**src/rtl/io_cc_pkg.sv**
```systemverilog
package io_cc_pkg;

  typedef enum logic [1:0] {
    INST_TIO  = 2'd0,
    INST_HIO  = 2'd1,
    INST_TCH  = 2'd2,
    INST_NONE = 2'd3
  } instKindE;

  typedef enum logic [1:0] {
    RESP_OPIN   = 2'd0,
    RESP_CUBUSY = 2'd1,
    RESP_SELIN  = 2'd2,
    RESP_RSV    = 2'd3
  } respE;

  typedef enum logic [1:0] {
    SRC_PEND     = 2'd0,
    SRC_DEV_CHAN = 2'd1,
    SRC_DEV_ONLY = 2'd2,
    SRC_ZERO     = 2'd3
  } storeSrcE;

  typedef enum logic [1:0] {
    CC_OK     = 2'd0,
    CC_STORED = 2'd1,
    CC_BUSY   = 2'd2,
    CC_NOTOP  = 2'd3
  } ccE;

  typedef struct packed {
    logic     relStb;
    ccE       cc;
    logic     store;
    storeSrcE storeSrc;
    logic     setInt;
    logic     addrOut;
    logic     selDrop;
    logic     disconnect;
    logic     selStart;
    logic     statusOnly;
    logic     clearPend;
    logic     latchAddr;
  } strobeT;

endpackage

```
**src/rtl/io_cc_ctrl.sv**
```systemverilog
module io_cc_ctrl
  import io_cc_pkg::*;
#(
  parameter int STAT_W = 8
) (
  input  logic              clk,
  input  logic              rstN,
  input  logic              instValid,
  input  logic [1:0]        instKind,
  input  logic              chanOper,
  input  logic              subAvail,
  input  logic              subWorking,
  input  logic              subBurst,
  input  logic              subIsSelector,
  input  logic              endIntOut,
  input  logic              anyIfAvail,
  input  logic              allIfBurst,
  input  logic              selDone,
  input  logic [1:0]        selResp,
  input  logic [STAT_W-1:0] devStatus,
  input  logic              statusAccepted,
  input  logic              pendValid,
  input  logic              pendMatch,
  output strobeT            st,
  output logic              busy
);

  typedef enum logic [1:0] {S_IDLE, S_SEL, S_HWAIT} stateE;

  stateE    state, stateNxt;
  instKindE kindQ, kindNxt;
  logic     devNz;

  assign devNz = |devStatus;
  assign busy  = (state != S_IDLE);

  always_ff @(posedge clk) begin
    if (!rstN) begin
      state <= S_IDLE;
      kindQ <= INST_NONE;
    end else begin
      state <= stateNxt;
      kindQ <= kindNxt;
    end
  end

  always_comb begin
    st       = '0;
    stateNxt = state;
    kindNxt  = kindQ;
    unique case (state)
      S_IDLE: begin
        if (instValid) begin
          st.latchAddr = 1'b1;
          kindNxt      = instKindE'(instKind);
          unique case (instKindE'(instKind))
            INST_TCH: begin
              st.relStb = 1'b1;
              if (!chanOper)       st.cc = CC_NOTOP;
              else if (anyIfAvail) st.cc = CC_OK;
              else if (pendValid)  st.cc = CC_STORED;
              else if (allIfBurst) st.cc = CC_BUSY;
              else                 st.cc = CC_NOTOP;
            end
            INST_TIO: begin
              if (!chanOper) begin
                st.relStb = 1'b1;
                st.cc     = CC_NOTOP;
              end else if (pendMatch) begin
                st.relStb    = 1'b1;
                st.cc        = CC_STORED;
                st.store     = 1'b1;
                st.storeSrc  = SRC_PEND;
                st.clearPend = 1'b1;
              end else if (subWorking || subBurst) begin
                st.relStb = 1'b1;
                st.cc     = CC_BUSY;
              end else if (subAvail) begin
                st.selStart   = 1'b1;
                st.statusOnly = 1'b1;
                stateNxt      = S_SEL;
              end else begin
                st.relStb = 1'b1;
                st.cc     = CC_NOTOP;
              end
            end
            INST_HIO: begin
              if (!chanOper) begin
                st.relStb = 1'b1;
                st.cc     = CC_NOTOP;
              end else if (subIsSelector && endIntOut) begin
                st.relStb = 1'b1;
                st.cc     = CC_OK;
              end else if (subIsSelector && subWorking) begin
                st.relStb  = 1'b1;
                st.cc      = CC_BUSY;
                st.addrOut = 1'b1;
                st.selDrop = 1'b1;
                st.setInt  = 1'b1;
              end else if (!subIsSelector && subBurst) begin
                st.relStb  = 1'b1;
                st.cc      = CC_BUSY;
                st.addrOut = 1'b1;
                st.selDrop = 1'b1;
                stateNxt   = S_HWAIT;
              end else if (subAvail) begin
                st.selStart = 1'b1;
                stateNxt    = S_SEL;
              end else begin
                st.relStb = 1'b1;
                st.cc     = CC_OK;
              end
            end
            default: ;
          endcase
        end
      end
      S_SEL: begin
        if (selDone) begin
          stateNxt  = S_IDLE;
          st.relStb = 1'b1;
          if (respE'(selResp) == RESP_SELIN || respE'(selResp) == RESP_RSV) begin
            st.cc = CC_NOTOP;
          end else if (kindQ == INST_TIO) begin
            if (devNz) begin
              st.cc       = CC_STORED;
              st.store    = 1'b1;
              st.storeSrc = SRC_DEV_CHAN;
            end else begin
              st.cc = CC_OK;
            end
          end else if (respE'(selResp) == RESP_OPIN) begin
            st.cc         = CC_STORED;
            st.store      = 1'b1;
            st.storeSrc   = SRC_ZERO;
            st.disconnect = 1'b1;
          end else begin
            st.cc       = CC_STORED;
            st.store    = 1'b1;
            st.storeSrc = SRC_DEV_ONLY;
          end
        end
      end
      S_HWAIT: begin
        if (statusAccepted) begin
          st.setInt = 1'b1;
          stateNxt  = S_IDLE;
        end
      end
      default: stateNxt = S_IDLE;
    endcase
  end


  sel_wait_hold_chk: assert property (@(posedge clk) disable iff (!rstN)
    (state == S_SEL && !selDone) |=> (state == S_SEL));


  halt_wait_hold_chk: assert property (@(posedge clk) disable iff (!rstN)
    (state == S_HWAIT && !statusAccepted) |=> (state == S_HWAIT && busy));

endmodule

```
**src/rtl/io_cc_datapath.sv**
```systemverilog
module io_cc_datapath
  import io_cc_pkg::*;
#(
  parameter int ADDR_W = 8,
  parameter int STAT_W = 8
) (
  input  logic                clk,
  input  logic                rstN,
  input  strobeT              st,
  input  logic [ADDR_W-1:0]   unitAddr,
  input  logic                pendSet,
  input  logic [ADDR_W-1:0]   pendSetAddr,
  input  logic [STAT_W-1:0]   pendSetStatus,
  input  logic [STAT_W-1:0]   devStatus,
  input  logic [STAT_W-1:0]   chanStatIn,
  output logic                pendValid,
  output logic                pendMatch,
  output logic                ccValid,
  output logic [1:0]          ccCode,
  output logic                storeReq,
  output logic [2*STAT_W-1:0] storeStatus,
  output logic                intReqSet,
  output logic                addrOutRaise,
  output logic                selOutDrop,
  output logic                disconnectReq,
  output logic                selStart,
  output logic                selStatusOnly
);

  localparam int WORD_W = 2 * STAT_W;

  logic [ADDR_W-1:0] curAddr;
  logic [ADDR_W-1:0] pendAddr;
  logic [STAT_W-1:0] pendStatus;
  logic [ADDR_W-1:0] intAddr;
  logic [WORD_W-1:0] storeWord;

  assign pendMatch = pendValid && (pendAddr == unitAddr);
  assign intAddr   = st.latchAddr ? unitAddr : curAddr;

  always_comb begin
    unique case (st.storeSrc)
      SRC_PEND:     storeWord = {pendStatus, chanStatIn};
      SRC_DEV_CHAN: storeWord = {devStatus, chanStatIn};
      SRC_DEV_ONLY: storeWord = {devStatus, {STAT_W{1'b0}}};
      default:      storeWord = '0;
    endcase
  end

  always_ff @(posedge clk) begin
    if (!rstN) begin
      curAddr <= '0;
    end else if (st.latchAddr) begin
      curAddr <= unitAddr;
    end
  end

  always_ff @(posedge clk) begin
    if (!rstN) begin
      pendValid  <= 1'b0;
      pendAddr   <= '0;
      pendStatus <= '0;
    end else if (st.setInt) begin
      pendValid  <= 1'b1;
      pendAddr   <= intAddr;
      pendStatus <= '0;
    end else if (pendSet) begin
      pendValid  <= 1'b1;
      pendAddr   <= pendSetAddr;
      pendStatus <= pendSetStatus;
    end else if (st.clearPend) begin
      pendValid  <= 1'b0;
    end
  end

  always_ff @(posedge clk) begin
    if (!rstN) begin
      ccValid       <= 1'b0;
      ccCode        <= 2'b00;
      storeReq      <= 1'b0;
      storeStatus   <= '0;
      intReqSet     <= 1'b0;
      addrOutRaise  <= 1'b0;
      selOutDrop    <= 1'b0;
      disconnectReq <= 1'b0;
      selStart      <= 1'b0;
      selStatusOnly <= 1'b0;
    end else begin
      ccValid       <= st.relStb;
      ccCode        <= st.relStb ? st.cc : 2'b00;
      storeReq      <= st.store;
      storeStatus   <= st.store ? storeWord : '0;
      intReqSet     <= st.setInt;
      addrOutRaise  <= st.addrOut;
      selOutDrop    <= st.selDrop;
      disconnectReq <= st.disconnect;
      selStart      <= st.selStart;
      selStatusOnly <= st.selStart && st.statusOnly;
    end
  end


  store_code_chk: assert property (@(posedge clk) disable iff (!rstN)
    storeReq |-> (ccValid && ccCode == CC_STORED));


  pend_clear_chk: assert property (@(posedge clk) disable iff (!rstN)
    (st.clearPend && !pendSet && !st.setInt) |=> !pendValid);


  disconnect_zero_chk: assert property (@(posedge clk) disable iff (!rstN)
    disconnectReq |-> (storeReq && storeStatus == '0));


  halt_tags_chk: assert property (@(posedge clk) disable iff (!rstN)
    addrOutRaise |-> (selOutDrop && ccValid && ccCode == CC_BUSY));


  sel_no_release_chk: assert property (@(posedge clk) disable iff (!rstN)
    $onehot0({selStart, ccValid}));

endmodule

```
**src/rtl/io_cc_responder.sv**
```systemverilog
module io_cc_responder
  import io_cc_pkg::*;
#(
  parameter int ADDR_W = 8,
  parameter int STAT_W = 8
) (
  input  logic                clk,
  input  logic                rstN,
  input  logic                instValid,
  input  logic [1:0]          instKind,
  input  logic [ADDR_W-1:0]   unitAddr,
  input  logic                pendSet,
  input  logic [ADDR_W-1:0]   pendSetAddr,
  input  logic [STAT_W-1:0]   pendSetStatus,
  input  logic                chanOper,
  input  logic                subAvail,
  input  logic                subWorking,
  input  logic                subBurst,
  input  logic                subIsSelector,
  input  logic                endIntOut,
  input  logic                anyIfAvail,
  input  logic                allIfBurst,
  input  logic                selDone,
  input  logic [1:0]          selResp,
  input  logic [STAT_W-1:0]   devStatus,
  input  logic [STAT_W-1:0]   chanStatIn,
  input  logic                statusAccepted,
  output logic                busy,
  output logic                ccValid,
  output logic [1:0]          ccCode,
  output logic                storeReq,
  output logic [2*STAT_W-1:0] storeStatus,
  output logic                intReqSet,
  output logic                addrOutRaise,
  output logic                selOutDrop,
  output logic                disconnectReq,
  output logic                selStart,
  output logic                selStatusOnly
);

  strobeT stb;
  logic   pendValid;
  logic   pendMatch;

  io_cc_ctrl #(.STAT_W(STAT_W)) u_ctrl (
    .clk            (clk),
    .rstN           (rstN),
    .instValid      (instValid),
    .instKind       (instKind),
    .chanOper       (chanOper),
    .subAvail       (subAvail),
    .subWorking     (subWorking),
    .subBurst       (subBurst),
    .subIsSelector  (subIsSelector),
    .endIntOut      (endIntOut),
    .anyIfAvail     (anyIfAvail),
    .allIfBurst     (allIfBurst),
    .selDone        (selDone),
    .selResp        (selResp),
    .devStatus      (devStatus),
    .statusAccepted (statusAccepted),
    .pendValid      (pendValid),
    .pendMatch      (pendMatch),
    .st             (stb),
    .busy           (busy)
  );

  io_cc_datapath #(.ADDR_W(ADDR_W), .STAT_W(STAT_W)) u_dp (
    .clk           (clk),
    .rstN          (rstN),
    .st            (stb),
    .unitAddr      (unitAddr),
    .pendSet       (pendSet),
    .pendSetAddr   (pendSetAddr),
    .pendSetStatus (pendSetStatus),
    .devStatus     (devStatus),
    .chanStatIn    (chanStatIn),
    .pendValid     (pendValid),
    .pendMatch     (pendMatch),
    .ccValid       (ccValid),
    .ccCode        (ccCode),
    .storeReq      (storeReq),
    .storeStatus   (storeStatus),
    .intReqSet     (intReqSet),
    .addrOutRaise  (addrOutRaise),
    .selOutDrop    (selOutDrop),
    .disconnectReq (disconnectReq),
    .selStart      (selStart),
    .selStatusOnly (selStatusOnly)
  );

endmodule

```
**config.mk**
```make
export PLATFORM = sky130hd
export DESIGN_NAME = io_cc_responder
export DESIGN_NICKNAME = d
export VERILOG_FILES = /design/src/rtl/io_cc_pkg.sv /design/src/rtl/io_cc_ctrl.sv /design/src/rtl/io_cc_datapath.sv /design/src/rtl/io_cc_responder.sv
export SDC_FILE = /design/constraint.sdc
export NUM_CORES = 1
export LEC_CHECK = 0
export ABC_AREA = 1
export BUFFER_PORTS_ARGS = -buffer_cell sky130_fd_sc_hd__buf_2
export CELL_PAD_IN_SITES_DETAIL_PLACEMENT = 0
export CELL_PAD_IN_SITES_GLOBAL_PLACEMENT = 1
export CORE_MARGIN = 2
export CORE_UTILIZATION = 34
export DETAILED_ROUTE_END_ITERATION = 12
export PLACE_DENSITY_LB_ADDON = 0.1
export SKIP_CTS_REPAIR_TIMING = 1
export SLEW_MARGIN = 10
export SYNTH_ARGS = -nofsm -noshare
export SYNTH_HDL_FRONTEND = slang
export SYNTH_SLANG_ARGS = --single-unit
```
**constraint.sdc**
```tcl
create_clock -name clk -period 1.77 [get_ports clk]
set_input_delay 0.0885 -clock clk [delete_from_list [all_inputs] [get_ports clk]]
set_output_delay 0.0885 -clock clk [all_outputs]
set_load 0.05 [all_outputs]
```
# Yosys cells after proc, flatten, opt, wreduce, memory -nomap -nowiden
# Index checks and enable logic that the tools add are counted.
[op_classes] eq_ne=19 mux=69 bitwise_logic=7 n_reduce_logical=24
[op_table] cell="$mux 3" n=18
[op_table] cell="$pmux 16 s3" n=1
[op_table] cell="$mux 2" n=21
[op_table] cell="$mux 8" n=3
[op_table] cell="$ne 3x3->1 const B" n=7
[op_table] cell="$mux 1" n=15
[op_table] cell="$mux 4" n=3
[op_table] cell="$pmux 6 s2" n=1
[op_table] cell="$eq 2x2->1 const B" n=5
[op_table] cell="$logic_not 2->1" n=5
[op_table] cell="$reduce_and 10->1" n=1
[op_table] cell="$mux 9" n=1
[op_table] cell="$pmux 3 s3" n=1
[op_table] cell="$eq 8x8->1" n=1
[op_table] cell="$reduce_or 8->1" n=1
[op_table] cell="$not 1->1" n=7
[op_table] cell="$eq 2x1->1 const B" n=3
[op_table] cell="$mux 6" n=1
[op_table] cell="$ne 2x2->1 const B" n=3
[op_table] cell="$pmux 2 s3" n=1
[op_table] cell="$reduce_and 2->1" n=3
[op_table] cell="$reduce_or 6->1" n=1
[op_table] cell="$logic_and 1x1->1" n=5
[op_table] cell="$reduce_or 5->1" n=1
[op_table] cell="7 further kinds" n=10
[word_totals] regBits=55 output_inout_bits=27

# Logic depth before layout (Yosys ltp)
[depth] word_depth=12 mapped_depth=12

# Hierarchy
# From an unflattened synthesis, not the netlist that was laid out.
[unflattened] hier_cells=357 area_unflattened_um2=2511.2
[by_module_without_submodules] module="io_cc_datapath" n_inst=1 cells_each=254 area_per_inst_um2=1969.4 seq_area_each_um2=1021.0
[by_module_without_submodules] module="io_cc_ctrl" n_inst=1 cells_each=103 area_per_inst_um2=541.8 seq_area_each_um2=80.1

# Worst setup path after synthesis
# Ideal clock, no wire load.
[synth_path] path_kind="reg2reg" start="reg u_ctrl.state[1]" end="reg u_dp.pendAddr[1]" setup_time_ps=126 arrival_ps=1675 t_required_ps=1644 path_slack_ps=-30 path_stages_with_launch=9 n_path_buf=1 synth_period_minus_slack_ps=1800 cell_sequence="dfxtp_1 inv_1 nand2_1 inv_1 nand2_2 inv_1 buf_4 o21ai_0 o22ai_1"
[synth_via] elab_chain_len=4 elab_cells_between_ends=7 cone_classes="1 x eq/ne; 4 x mux; 2 x reduce/logical"
[synth_rtl] element="start, declared" line_no="io_cc_ctrl.sv:30" text="stateE state, stateNxt;"
[synth_rtl] element="start signal, assigned" line_no="io_cc_ctrl.sv:42" text="state <= stateNxt;"
[synth_rtl] element="$logic_not 2->1" line_no="io_cc_ctrl.sv:51" text="unique case (state)"
[synth_rtl] element="$mux 4" line_no="io_cc_ctrl.sv:51"
[synth_rtl] element="$mux 8"
[synth_rtl] element="$mux 8" line_no="io_cc_datapath.sv:63" text="end else if (st.setInt) begin"
[synth_rtl] element="end signal, assigned" line_no="io_cc_datapath.sv:65" text="pendAddr <= intAddr;"
[synth_rtl] element="end signal, assigned" line_no="io_cc_datapath.sv:69" text="pendAddr <= pendSetAddr;"
[synth_rtl] element="end, declared" line_no="io_cc_datapath.sv:33" text="logic [ADDR_W-1:0] pendAddr;"
# Several ways; a longest one is shown, not always the timed one.
# A chain may end at the register's enable or synchronous reset.

# Worst setup path after layout
[layout_path] start="reg u_dp.pendValid" end="reg u_dp.storeStatus[10]"
[layout_via] elab_chain_len=7
[layout_rtl] element="start, declared" line_no="io_cc_datapath.sv:16" text="output logic pendValid,"
[layout_rtl] element="start signal, assigned" line_no="io_cc_datapath.sv:60" text="pendValid <= 1'b0;"
[layout_rtl] element="start signal, assigned" line_no="io_cc_datapath.sv:64" text="pendValid <= 1'b1;"
[layout_rtl] element="start signal, assigned" line_no="io_cc_datapath.sv:68" text="pendValid <= 1'b1;"
[layout_rtl] element="$logic_and 1x1->1" line_no="io_cc_datapath.sv:38" text="assign pendMatch = pendValid && (pendAddr == unitAddr);"
[layout_rtl] element="$mux 3" line_no="io_cc_ctrl.sv:69" text="end else if (pendMatch) begin"
[layout_rtl] element="$mux 3" line_no="io_cc_ctrl.sv:66" text="if (!chanOper) begin"
[layout_rtl] element="$mux 3" line_no="io_cc_ctrl.sv:56" text="unique case (instKindE'(instKind))"
[layout_rtl] element="$mux 9" line_no="io_cc_ctrl.sv:53" text="if (instValid) begin"
[layout_rtl] element="$pmux 6 s2" line_no="io_cc_ctrl.sv:51"
[layout_rtl] element="$reduce_and 2->1 (no source line)"
[layout_rtl] element="end signal, assigned" line_no="io_cc_datapath.sv:92" text="storeStatus <= st.store ? storeWord : '0;"
[layout_rtl] element="end, declared" line_no="io_cc_datapath.sv:21" text="output logic [2*STAT_W-1:0] storeStatus,"
# Every way passes these cells.

==> results.md <==
* Fill cells at 760
* Die ar. at 7815 µm²
* Area of the multi-input gates at 1114 µm²
* Fin util at 45.18%
* Clock buffer depth at 2
* Detailed Route Iter0 Violations at 88
* Clk sink count at 54
* Critical path required time at 2.00 ns
* Total gr overflow at 0
* WP buf/inv at 1
* Final count of negative-setup-slack endpoints at 0
* Critical Path Source: u_dp.pendValid
* Synth cell types at 35
* Port Buf Inserts at 84
* Kind of critical path: reg2reg
* Final Net Count at 486
* Drc violations at 0
* CTS tree: yes
* All-layer global routing usage at 15.65%
* Register Area at 1081 µm²
* Cells on worst reg2reg path at 8
* Max_slew headroom at 71.03%
* Clk_lat worst skew at 0.30 ns
* Max Cap Violations at 0
* Clk slew on worst S/H paths at 0.10 ns
* Detailed Route WL at 6.168 mm
* Setup TNS at 0 ns
* Critical R2R Launch: u_dp.pendValid
* CP Max Fanout at 17
* Setup WS pre-CTS at 0.1381 ns
* Crit. End Element: flip-flop
* IO Pins at 85
* Initial Util at 35.46%
* Share of layout cells above drive strength 1 at 26.57%
* Syn Area/Cell at 7.145 µm²
* Static Leak at 1.565 nW
* Global-route wire length before repair at 9.611 mm
* Commonest non-fill, non-tap cell in the layout: buf_2
* Drt wl/cell at 11.75 µm
* Placed cells at 515
* Critical Path End: u_dp.storeStatus[10]
* Slowest-stage cell, CP: dfxtp_1
* Syn nets at 397
* Clk Tree Root Cell: clkbuf_8
* R2r setup slk at 0.15 ns
* Non-filler cells, final at 525
* Worst Hold Class: in2reg
* Antenna Violating Nets Remaining at 0
* CTS buffer count at 5
* Failing checks: negative hold slack
* Worst-margin pin slew at 0.4345 ns
* Worst setup SP type: flip-flop
* Row cnt at 30
* Largest net degree at the start of global routing at 25
* Critical Path AT at 1.85 ns
* Avg Vias per Cell at 4.531
* Syn-to-layout area delta at 27.43%
* Antenna violations before repair at 0
* Synthesized area at 2422 µm²
* Detailed Place HPWL at 4.723 mm
* CP top delay family: simple AND/OR/NAND/NOR gates
* Fin. Hold Viols at 2
* Synth Instances at 339
* CP Depth at 8
* Commonest non-fill, non-tap cells in the layout: buf_2, nand2_1, nor2_1
* Die Wd at 88.41 µm
* Register area share after synthesis at 44.63%
* Yosys warning count at 0
* Max frequency at 616.2 MHz
* Core ar. at 6832 µm²
* Peak VDD IR at 0.2980 mV
* Inserted Diodes at 0
* Min-delay src: chanStatIn[1]
* Worst r2r dst: u_dp.storeStatus[10]
* CTS H-tree lvls at 2
* Number of global-route vias before repair at 2150
* Period minus WS final at 1.623 ns
* Power density over the cells at 858.4 nW/µm²
* CP most frequent cell: nand2_4
* RSZ-0062 raised after global routing: no
* Outcome: complete, but fails checks
* Detailed Routing Iterations Pass 1 at 4
* RePlAce Congestion at 0.7956
* Max-slew violations at 0
* Final Skew at 0.008737 ns
* Worst path max stage delay at 0.40 ns
* CP cell instances: inv_1 > a21oi_1 > nand3_1 > nor2_2 > nand4_1 > nand2_4 > nand2_4 > nor3_1
* Yosys reg bits at 54
* Final worst slack at 0.1470 ns
* Final hold slack at -0.001433 ns
* Final Cycle Share at 91.69%
* Via count at 2379
* Die Y at 88.41 µm
[stage by stage]
stage | area (µm²) | power (mW)
after global routing | 3087 | 2.768
after floorplan | 2425 | 1.625
after global placement | 2945 | 1.786
after CTS | 3067 | 2.680
after detailed placement | 2945 | 1.787
final | 3087 | 2.650
[cell usage after synthesis, drive strengths merged]
cell | instances | area share, %
o31ai | 1 | 0.31
o22ai | 5 | 1.3
nor3b | 1 | 0.31
o21ai | 10 | 2.1
nand3 | 11 | 2.3
and3 | 1 | 0.31
xor2 | 1 | 0.36
buf | 6 | 2.1
nor3 | 12 | 3.4
o2111ai | 1 | 0.36
nand4 | 2 | 0.52
inv | 42 | 6.6
a31oi | 2 | 0.52
o21bai | 2 | 1.1
o211ai | 1 | 0.31
dfxtp | 54 | 45
a211oi | 6 | 1.9
nand2 | 82 | 14
nor4 | 1 | 0.26
clkinv | 2 | 0.31
clkbuf | 4 | 0.62
a21oi | 32 | 6.6
or2 | 1 | 0.26
mux2i | 2 | 0.83
nor2 | 57 | 9.1
[state kept, by name (all words and copies together), names as in the netlist, 2 cells and up]
| name | flops |
|---|---|
| u_dp.curAddr | 8 |
| u_dp.ccCode | 2 |
| u_dp.pendStatus | 8 |
| u_ctrl.kindQ | 2 |
| u_ctrl.state | 2 |
| u_dp.pendAddr | 8 |
| u_dp.storeStatus | 16 |
[metal layers]
layer,wire (µm),track usage (%),up-vias
li1,-,-,1262
met1,2863,20.41,1046
met2,2871,26.11,69
met3,415,4.478,2
met4,17,2.893,0
met5,0,0,-
[power by group]
part           total [mW]  switching (mW)  internal, mW
combinational       0.448           0.278         0.170
clock               0.892           0.425         0.466
sequential           1.31          0.0293          1.28
total                2.65           0.732          1.92
[layout make-up]
cell class | instances | share of cell area [%]
Clock buffer | 6 | 2.675
Timing Repair Buffer | 92 | 15.65
Clock inverter | 2 | 1.257
Inverter | 44 | 5.432
Sequential cell | 54 | 35.02
Tap cell | 96 | 3.891
Multi-Input combinational cell | 231 | 36.08
[worst min path at each step]
stage                                      to  slack (ns)  cells after the start
after floorplan           u_dp.storeStatus[0]        0.22                      2
after global placement    u_dp.storeStatus[3]        0.32                      3
after detailed placement  u_dp.storeStatus[1]        0.32                      3
after CTS                 u_dp.storeStatus[1]       -0.01                      3
after global routing      u_dp.storeStatus[1]       0.003                      3
final                     u_dp.storeStatus[1]      -0.001                      3
[cells by family after synthesis]
logic type / synth area share [%]
AOI/OAI and AO/OA: 14.41
xor gates and xnor gates: 0.3616
and+or+nand+nor: 30.17
buffers and inverters: 9.607
muxes: 0.8265
DFF: 44.63
[worst register-to-register path, stage by stage, from the launching register on]
cell and delay, ns:
dfxtp_1 0.40, inv_1 0.10, a21oi_1 0.17, nand3_1 0.12, nor2_2 0.15, nand4_1 0.22
nand2_4 0.12, nand2_4 0.12, nor3_1 0.16
(Power assumes the default switching activity.)
